[config.mk]
export PLATFORM = sky130hd
export DESIGN_NAME = boot_supervisor
export DESIGN_NICKNAME = d
export VERILOG_FILES = /design/src/rtl/boot_sup_pkg.sv /design/src/rtl/boot_jumper_qual.sv /design/src/rtl/boot_flash_guard.sv /design/src/rtl/boot_heartbeat.sv /design/src/rtl/boot_selftest.sv /design/src/rtl/boot_supervisor.sv
export SDC_FILE = /design/constraint.sdc
export NUM_CORES = 1
export LEC_CHECK = 0
export BUFFER_PORTS_ARGS = -buffer_cell sky130_fd_sc_hd__buf_2
export CAP_MARGIN = 20
export CORE_ASPECT_RATIO = 0.75
export CORE_MARGIN = 2
export CORE_UTILIZATION = 34
export CTS_BUF_LIST = sky130_fd_sc_hd__clkbuf_2 sky130_fd_sc_hd__clkbuf_4 sky130_fd_sc_hd__clkbuf_8
export DETAILED_ROUTE_END_ITERATION = 16
export GPL_ROUTABILITY_DRIVEN = 0
export PLACE_DENSITY = 0.6
export SLEW_MARGIN = 40
export SYNTH_ARGS = -nofsm -noshare
export SYNTH_HDL_FRONTEND = slang
export SYNTH_HIERARCHICAL = 1
export SYNTH_SLANG_ARGS = --single-unit
[constraint.sdc]
create_clock -name clk_i -period 3.3 [get_ports clk_i]
set_input_delay 0.66 -clock clk_i [delete_from_list [all_inputs] [get_ports clk_i]]
set_output_delay 0.66 -clock clk_i [all_outputs]
set_load 0.02 [all_outputs]
[src/rtl/boot_sup_pkg.sv]
package boot_sup_pkg;
  typedef struct packed {
    logic unlock;
    logic st_en;
  } ctrl_t;

  localparam int unsigned REG_CTRL  = 0;
  localparam int unsigned REG_STAT  = 1;
  localparam int unsigned USER_SLOT = 1;
  localparam logic        JMP_FITTED = 1'b1;
endpackage

[src/rtl/boot_jumper_qual.sv]
module boot_jumper_qual #(
  parameter int unsigned STABLE_N = 16,
  parameter int unsigned FADDR_W  = 24,
  parameter logic [FADDR_W-1:0] BOOT_ADDR = '0
) (
  input  logic               clk_i,
  input  logic               rst_ni,
  input  logic               jumper_i,
  output logic               jmp_sync_o,
  output logic               reconf_req_o,
  output logic [FADDR_W-1:0] reconf_addr_o,
  output logic               requested_o
);
  import boot_sup_pkg::*;

  localparam int unsigned Q_W = $clog2(STABLE_N + 1);

  logic           s1_q, s2_q, ref_q, dec_q;
  logic [Q_W-1:0] cnt_q;

  assign jmp_sync_o = s2_q;

  always_ff @(posedge clk_i or negedge rst_ni) begin
    if (!rst_ni) begin
      s1_q          <= 1'b0;
      s2_q          <= 1'b0;
      ref_q         <= 1'b0;
      dec_q         <= 1'b0;
      cnt_q         <= '0;
      reconf_req_o  <= 1'b0;
      reconf_addr_o <= '0;
      requested_o   <= 1'b0;
    end else begin
      s1_q         <= jumper_i;
      s2_q         <= s1_q;
      reconf_req_o <= 1'b0;
      if (!dec_q) begin
        if (cnt_q == Q_W'(STABLE_N)) begin
          dec_q <= 1'b1;
          if (ref_q != JMP_FITTED) begin
            reconf_req_o  <= 1'b1;
            reconf_addr_o <= BOOT_ADDR;
            requested_o   <= 1'b1;
          end
        end else if (cnt_q != '0 && s2_q == ref_q) begin
          cnt_q <= cnt_q + 1'b1;
        end else begin
          ref_q <= s2_q;
          cnt_q <= Q_W'(1);
        end
      end
    end
  end
endmodule

[src/rtl/boot_flash_guard.sv]
module boot_flash_guard #(
  parameter int unsigned FADDR_W   = 24,
  parameter int unsigned SLOT_SIZE = 24'h080000
) (
  input  logic               req_i,
  input  logic [FADDR_W-1:0] addr_i,
  input  logic               unlock_i,
  output logic               allow_o
);
  localparam logic [FADDR_W:0] SLOT1_LO = (FADDR_W+1)'(SLOT_SIZE);
  localparam logic [FADDR_W:0] SLOT1_HI = (FADDR_W+1)'(2 * SLOT_SIZE);

  logic in_slot0, in_slot1;

  assign in_slot0 = {1'b0, addr_i} < SLOT1_LO;
  assign in_slot1 = !in_slot0 && ({1'b0, addr_i} < SLOT1_HI);
  assign allow_o  = req_i && ((in_slot0 && unlock_i) || in_slot1);
endmodule

[src/rtl/boot_heartbeat.sv]
module boot_heartbeat #(
  parameter int unsigned CLK_HZ = 40_000_000
) (
  input  logic clk_i,
  input  logic rst_ni,
  output logic led_o
);
  localparam int unsigned HALF = (CLK_HZ / 2 > 1) ? CLK_HZ / 2 : 1;
  localparam int unsigned HB_W = (HALF > 1) ? $clog2(HALF) : 1;

  logic [HB_W-1:0] div_q;

  always_ff @(posedge clk_i or negedge rst_ni) begin
    if (!rst_ni) begin
      div_q <= '0;
      led_o <= 1'b0;
    end else if (div_q == HB_W'(HALF - 1)) begin
      div_q <= '0;
      led_o <= ~led_o;
    end else begin
      div_q <= div_q + 1'b1;
    end
  end
endmodule

[src/rtl/boot_selftest.sv]
module boot_selftest #(
  parameter int unsigned CLK_HZ     = 40_000_000,
  parameter int unsigned ST_TICK_HZ = 1_000_000,
  parameter int unsigned PIN_W      = 8
) (
  input  logic             clk_i,
  input  logic             rst_ni,
  input  logic             en_i,
  output logic [PIN_W-1:0] exp_out_o,
  output logic [PIN_W-1:0] exp_oe_o
);
  localparam int unsigned DIV   = (CLK_HZ / ST_TICK_HZ > 1) ? CLK_HZ / ST_TICK_HZ : 1;
  localparam int unsigned PRE_W = (DIV > 1) ? $clog2(DIV) : 1;

  logic [PRE_W-1:0] pre_q;
  logic [PIN_W-1:0] cnt_q;

  always_ff @(posedge clk_i or negedge rst_ni) begin
    if (!rst_ni) begin
      pre_q <= '0;
      cnt_q <= '0;
    end else if (pre_q == PRE_W'(DIV - 1)) begin
      pre_q <= '0;
      cnt_q <= cnt_q + 1'b1;
    end else begin
      pre_q <= pre_q + 1'b1;
    end
  end

  for (genvar i = 0; i < PIN_W; i++) begin : g_pin
    assign exp_oe_o[i]  = en_i;
    assign exp_out_o[i] = en_i & cnt_q[i];
  end
endmodule

[src/rtl/boot_supervisor.sv]
module boot_supervisor #(
  parameter int unsigned CLK_HZ     = 40_000_000,
  parameter int unsigned ST_TICK_HZ = 1_000_000,
  parameter int unsigned STABLE_N   = 16,
  parameter int unsigned FADDR_W    = 24,
  parameter int unsigned SLOT_SIZE  = 24'h080000,
  parameter int unsigned ADDR_W     = 2,
  parameter int unsigned DATA_W     = 8,
  parameter int unsigned PIN_W      = 8
) (
  input  logic               clk_i,
  input  logic               rst_ni,
  input  logic               jumper_i,
  input  logic               reg_we_i,
  input  logic [ADDR_W-1:0]  reg_addr_i,
  input  logic [DATA_W-1:0]  reg_wdata_i,
  output logic [DATA_W-1:0]  reg_rdata_o,
  input  logic               flash_wr_req_i,
  input  logic [FADDR_W-1:0] flash_wr_addr_i,
  output logic               flash_wr_allow_o,
  output logic               reconf_req_o,
  output logic [FADDR_W-1:0] reconf_addr_o,
  output logic [PIN_W-1:0]   exp_out_o,
  output logic [PIN_W-1:0]   exp_oe_o,
  output logic               led_o
);
  import boot_sup_pkg::*;

  localparam logic [FADDR_W-1:0] USER_ADDR = FADDR_W'(USER_SLOT * SLOT_SIZE);

  ctrl_t ctrl_q;
  logic  jmp_sync, requested;

  always_ff @(posedge clk_i or negedge rst_ni) begin
    if (!rst_ni) ctrl_q <= '0;
    else if (reg_we_i && reg_addr_i == ADDR_W'(REG_CTRL))
      ctrl_q <= ctrl_t'(reg_wdata_i[1:0]);
  end

  always_comb begin
    reg_rdata_o = '0;
    if (reg_addr_i == ADDR_W'(REG_CTRL)) reg_rdata_o[1:0] = ctrl_q;
    else if (reg_addr_i == ADDR_W'(REG_STAT)) reg_rdata_o[1:0] = {requested, jmp_sync};
  end

  boot_jumper_qual #(
    .STABLE_N (STABLE_N),
    .FADDR_W  (FADDR_W),
    .BOOT_ADDR(USER_ADDR)
  ) u_qual (
    .clk_i        (clk_i),
    .rst_ni       (rst_ni),
    .jumper_i     (jumper_i),
    .jmp_sync_o   (jmp_sync),
    .reconf_req_o (reconf_req_o),
    .reconf_addr_o(reconf_addr_o),
    .requested_o  (requested)
  );

  boot_flash_guard #(
    .FADDR_W  (FADDR_W),
    .SLOT_SIZE(SLOT_SIZE)
  ) u_guard (
    .req_i   (flash_wr_req_i),
    .addr_i  (flash_wr_addr_i),
    .unlock_i(ctrl_q.unlock),
    .allow_o (flash_wr_allow_o)
  );

  boot_heartbeat #(.CLK_HZ(CLK_HZ)) u_hb (
    .clk_i (clk_i),
    .rst_ni(rst_ni),
    .led_o (led_o)
  );

  boot_selftest #(
    .CLK_HZ    (CLK_HZ),
    .ST_TICK_HZ(ST_TICK_HZ),
    .PIN_W     (PIN_W)
  ) u_st (
    .clk_i    (clk_i),
    .rst_ni   (rst_ni),
    .en_i     (ctrl_q.st_en),
    .exp_out_o(exp_out_o),
    .exp_oe_o (exp_oe_o)
  );
endmodule

==> reports/results.env <==
POWER.COMBINATIONAL.FRACTION_PCT=14.0
SEQUENTIALPOWERSHARE_PCT=52.1
NETLIST_INSTANCES=268
GR-USAGE-ALL-LAYERS_PCT=11.11
CRITPATHMAXFANOUT=1
POST_SYNTH_INSTANCE_AREA_UM2=2785
FINALSETUPVIOLATIONS=0
INITIAL_CORE_UTIL_PCT=35.18
MAX_CAP_VIOL_COUNT=0
NETLIST.TOP_CELL.BY_AREA='dfrtp_1'
GRT_SETUP_UNREPAIRED='no'
SLEW_VIOLATIONS=0
YS_FF_LATCH=53
STATUS='finished, final reports clean'
R2R.WORST_PATH.CELLS=6
DIE_AREA_UM2=8939
CPMOSTUSEDCELL='buf_2'
DESIGN.PORTCOUNT=90
ROUTED_WIRE_LENGTH_PER_INSTANCE_UM=11.53
CRIT_CHAIN='buf_2 -> or4_1 -> nor2_1 -> buf_2'
TRANSITION_TIME_AT_THE_PIN_WITH_THE_LEAST_SLEW_MARGIN_NS=0.5417
IO_BUFFERS=35
REMAINING_MAX_SLEW_BUDGET_AT_THE_TIGHTEST_PIN_PCT=63.59
CTS.SINK_COUNT=53
CTSRESIZECOUNT=0
TIMING.CRITICAL_PATH.SLOWEST_STAGE_CELL='or4_1'
CTS_TREE='done'
SYNTHTOLAYOUTAREAGROWTH_PCT=9.434
POWER.CLOCK.FRACTION_PCT=33.9
CTS_INSERTED_BUFFERS=5
FINALCRITPERIODSHARE_PCT=66.37
N_ANTENNA_CELL=0
ROUTE.FINAL.WIRE_LENGTH_MM=4.693
SYNTH_TOP_CELLS_BY_AREA='dfrtp_1, buf_4, xnor2_1, xor2_1, nor2_1'
YOSYS_MOST_USED_DFF='dfrtp_1'
P_SW_SHARE_PCT=26.31
CRIT_PATH_START_KIND='primary input'
SYNTH-WARNING-COUNT=6
CLOCK_INSERTION_DELAY_AT_THE_LATER_PIN_OF_THE_SKEW_REPORT_NS=0.30
DRT-VIAS-PER-INSTANCE=4.501
YOSYSSEQAREASHARE_PCT=47.62
VDD_DROP_MAX_V=0.0001899
HOLD_BUFFERS=0
VIAS=1832
POST_CTS_BUFFERS=0
TIMING.CRITICAL_PATH.MAX_DELAY_FAMILY='simple AND/OR/NAND/NOR gates'
P_PER_AREA_nW_PER_UM2=442.9
PLACE_AREA_UM2=2925
CLOCK_TREE.BUFFER_DEPTH=2
DRT_ITER0_MARKERS=95
CTS_HTREE_LEVELS=2
TIMING.CRITICAL_PATH.ARRIVAL_NS=1.53
FINAL.SETUP.TNS_NS=0
DP.FINAL_HPWL_MM=3.387
POST-ROUTE-MIN-PERIOD_NS=2.190
FIRSTDRTPASSITERS=4
NUMBER_OF_GLOBAL_ROUTE_VIAS_BEFORE_REPAIR=1647
DRTANTENNAVIOLNETS=0
SYNTH_CELL_TYPE_COUNT=40
STDCELL_AREA_UM2=3048
MAXCLOCKFREQUENCY_MHz=456.6
CORE_BOX_AREA_UM2=7918
CRITPATHBUFINV=2
CRITICAL_PATH_REQUIRED_NS=2.64
TIMING_WORST_SETUP_PATH_TYPE='in -> out'
NETS_FINISH=345
SYNTH_LARGEST_TYPE_AREA_FRACTION_PCT=47.62
CP-END-KIND='primary output'
CTSROOTBUFFERMASTER='clkbuf_8'
NUMBER_OF_ANTENNA_VIOLATIONS_AT_THE_FIRST_CHECK_IN_GLOBAL_ROUTING=0
ASYNC_RESET_FF_SHARE_PCT=100.0
FLOORPLAN.DIE.WIDTH_UM=108.5
WORST_CASE_CLOCK_SKEW_NS=0.007986
ROUTE.DETAILED.DRC=0
POWER.NET_SWITCHING_mW=0.3551
CRITICAL-PATH-MAX-STAGE-DELAY_NS=0.51
DIE_HEIGHT_UM=82.38
HOLD_VIOLATIONS=0
GRT_PASS1_WL_MM=7.776
HOLD_PATH_CLASS='in -> async'
LAYOUT.FILLER_CELLS=787
SYNTH_ENABLE_FLOP_CELLS=0
LEAKAGEPOWER_nW=1.477
FLOORPLAN.ROWS=28
GRT_START_MAX_NET_PINS=35
P_INT_mW=0.9947
OVERFLOW=0
CLKSLEWWORSTSETUPHOLDPATHS_NS=0.09
POST_ROUTE_CELLS_DRIVE_ABOVE_1_SHARE_PCT=19.21
CRITICAL_PATH_DEPTH=4
SYN_AVG_CELL_AREA_UM2=10.39
metrics by stage:
| stage | std cells | hold WS (ns) | util [%] | total power, mW | worst slack (ns) |
|---|---|---|---|---|---|
| floorplan | 295 | 0.3312 | - | 0.8934 | 1.161 |
| detailed placement | 399 | 0.3347 | 36.95 | 0.9054 | 1.102 |
| global route | 407 | 0.3075 | 38.50 | 1.427 | 1.008 |
| finish | 407 | 0.2925 | 38.50 | 1.350 | 1.110 |
| global placement | 399 | 0.3342 | 36.95 | 0.9024 | 1.114 |
| CTS | 407 | 0.3567 | 38.46 | 1.374 | 1.103 |
layer usage:
metal	vias up	routed length, um	track usage (%)
met5	-	0	0
met4	0	69	4.231
met3	5	221	2.119
met2	57	1917	16.63
met1	852	2485	15.96
li1	918	-	-
final cells by class:
| type | count | area (um2) | area share [%] |
|---|---|---|---|
| clock buffers | 7 | 90.09 | 2.956 |
| multi-input cells | 196 | 1244 | 40.80 |
| clock inverters | 1 | 30.03 | 0.9852 |
| well taps | 105 | 131.4 | 4.310 |
| flip-flops and latches | 53 | 1326 | 43.51 |
| inverters | 7 | 26.28 | 0.8621 |
| repair buffers | 38 | 200.2 | 6.568 |
placed cells by master (no fill, tap or decap), drive strengths merged:
master   n
o21ai    4
nand3b   2
and4     1
a21o     3
mux2i    4
nor4b    1
or4      3
dfrtp   53
o21bai   1
bufinv   1
nor2b    2
o211ai   1
a21oi    4
xor2    14
nand4   11
nor3    10
or2      1
nand3   15
and3     1
a22o     4
clkbuf   7
mux2     4
and2     8
nand2b   1
inv      7
o31ai    1
conb    29
nor4     6
ha       5
or3      2
xnor2   18
nand2   12
nor2    25
a211o    1
buf     38
nor3b    2
kinds of logic after synthesis:
group / after synthesis / synth area share, %
compound gates: 19 / 4.672
simple gates: 103 / 20.58
xor+xnor: 32 / 10.06
mux: 8 / 3.189
fa+ha+maj: 5 / 2.246
buf+inv: 46 / 11.37
flops: 53 / 47.62
other cells: 2 / 0.2696
sequential cells by signal (all words and copies together) (netlist names):
name and cells:
u_st/pre_q 6, u_qual/reconf_req_o 1, ctrl_q 2, u_qual/ref_q 1, u_qual/jmp_sync_o 1, u_qual/dec_q 1, u_st/cnt_q 8, u_hb/div_q 25
u_qual/cnt_q 5, u_qual/requested_o 1, u_qual/s1_q 1, u_hb/led_o 1
power groups by stage:
stage                     sequential, mW  combinational [mW]  clock (mW)
final                              0.704               0.188       0.458
after global routing               0.709               0.210       0.507
after CTS                          0.703               0.190       0.481
after detailed placement           0.716               0.189           0
after global placement             0.715               0.187           0
after floorplan                    0.710               0.183           0
cells in the mapped netlist, types with 7 or more instances:
master and n:
xnor2_1 18, nand4_1 11, nand2_1 12, buf_4 38
xor2_1 14, nand3_1 15, nor3_1 8, dfrtp_1 53
inv_1 7, and2_1 8, nor2_1 25
worst register-to-register path, cell delays in order, from the launching register on:
cell and delay (ns):
dfrtp_1 0.40, ha_1 0.24, nand4_1 0.23, or2_2 0.36, nor3_2 0.45, buf_4 0.25, xor2_1 0.16
final timing paths:
path,to,startpoint,slack (ns)
max,flash_wr_allow_o,flash_wr_addr_i[23],1.11
min,ctrl_q[1],rst_ni,0.29
max reg2reg,u_hb/led_o,u_hb/div_q[0],1.15
min reg2reg,u_qual/jmp_sync_o,u_qual/s1_q,0.36
max in group asynchronous,u_hb/div_q[1],rst_ni,2.48
min in group clk_i,u_qual/jmp_sync_o,u_qual/s1_q,0.36
No activity file was read; power rests on OpenSTA's default activity.
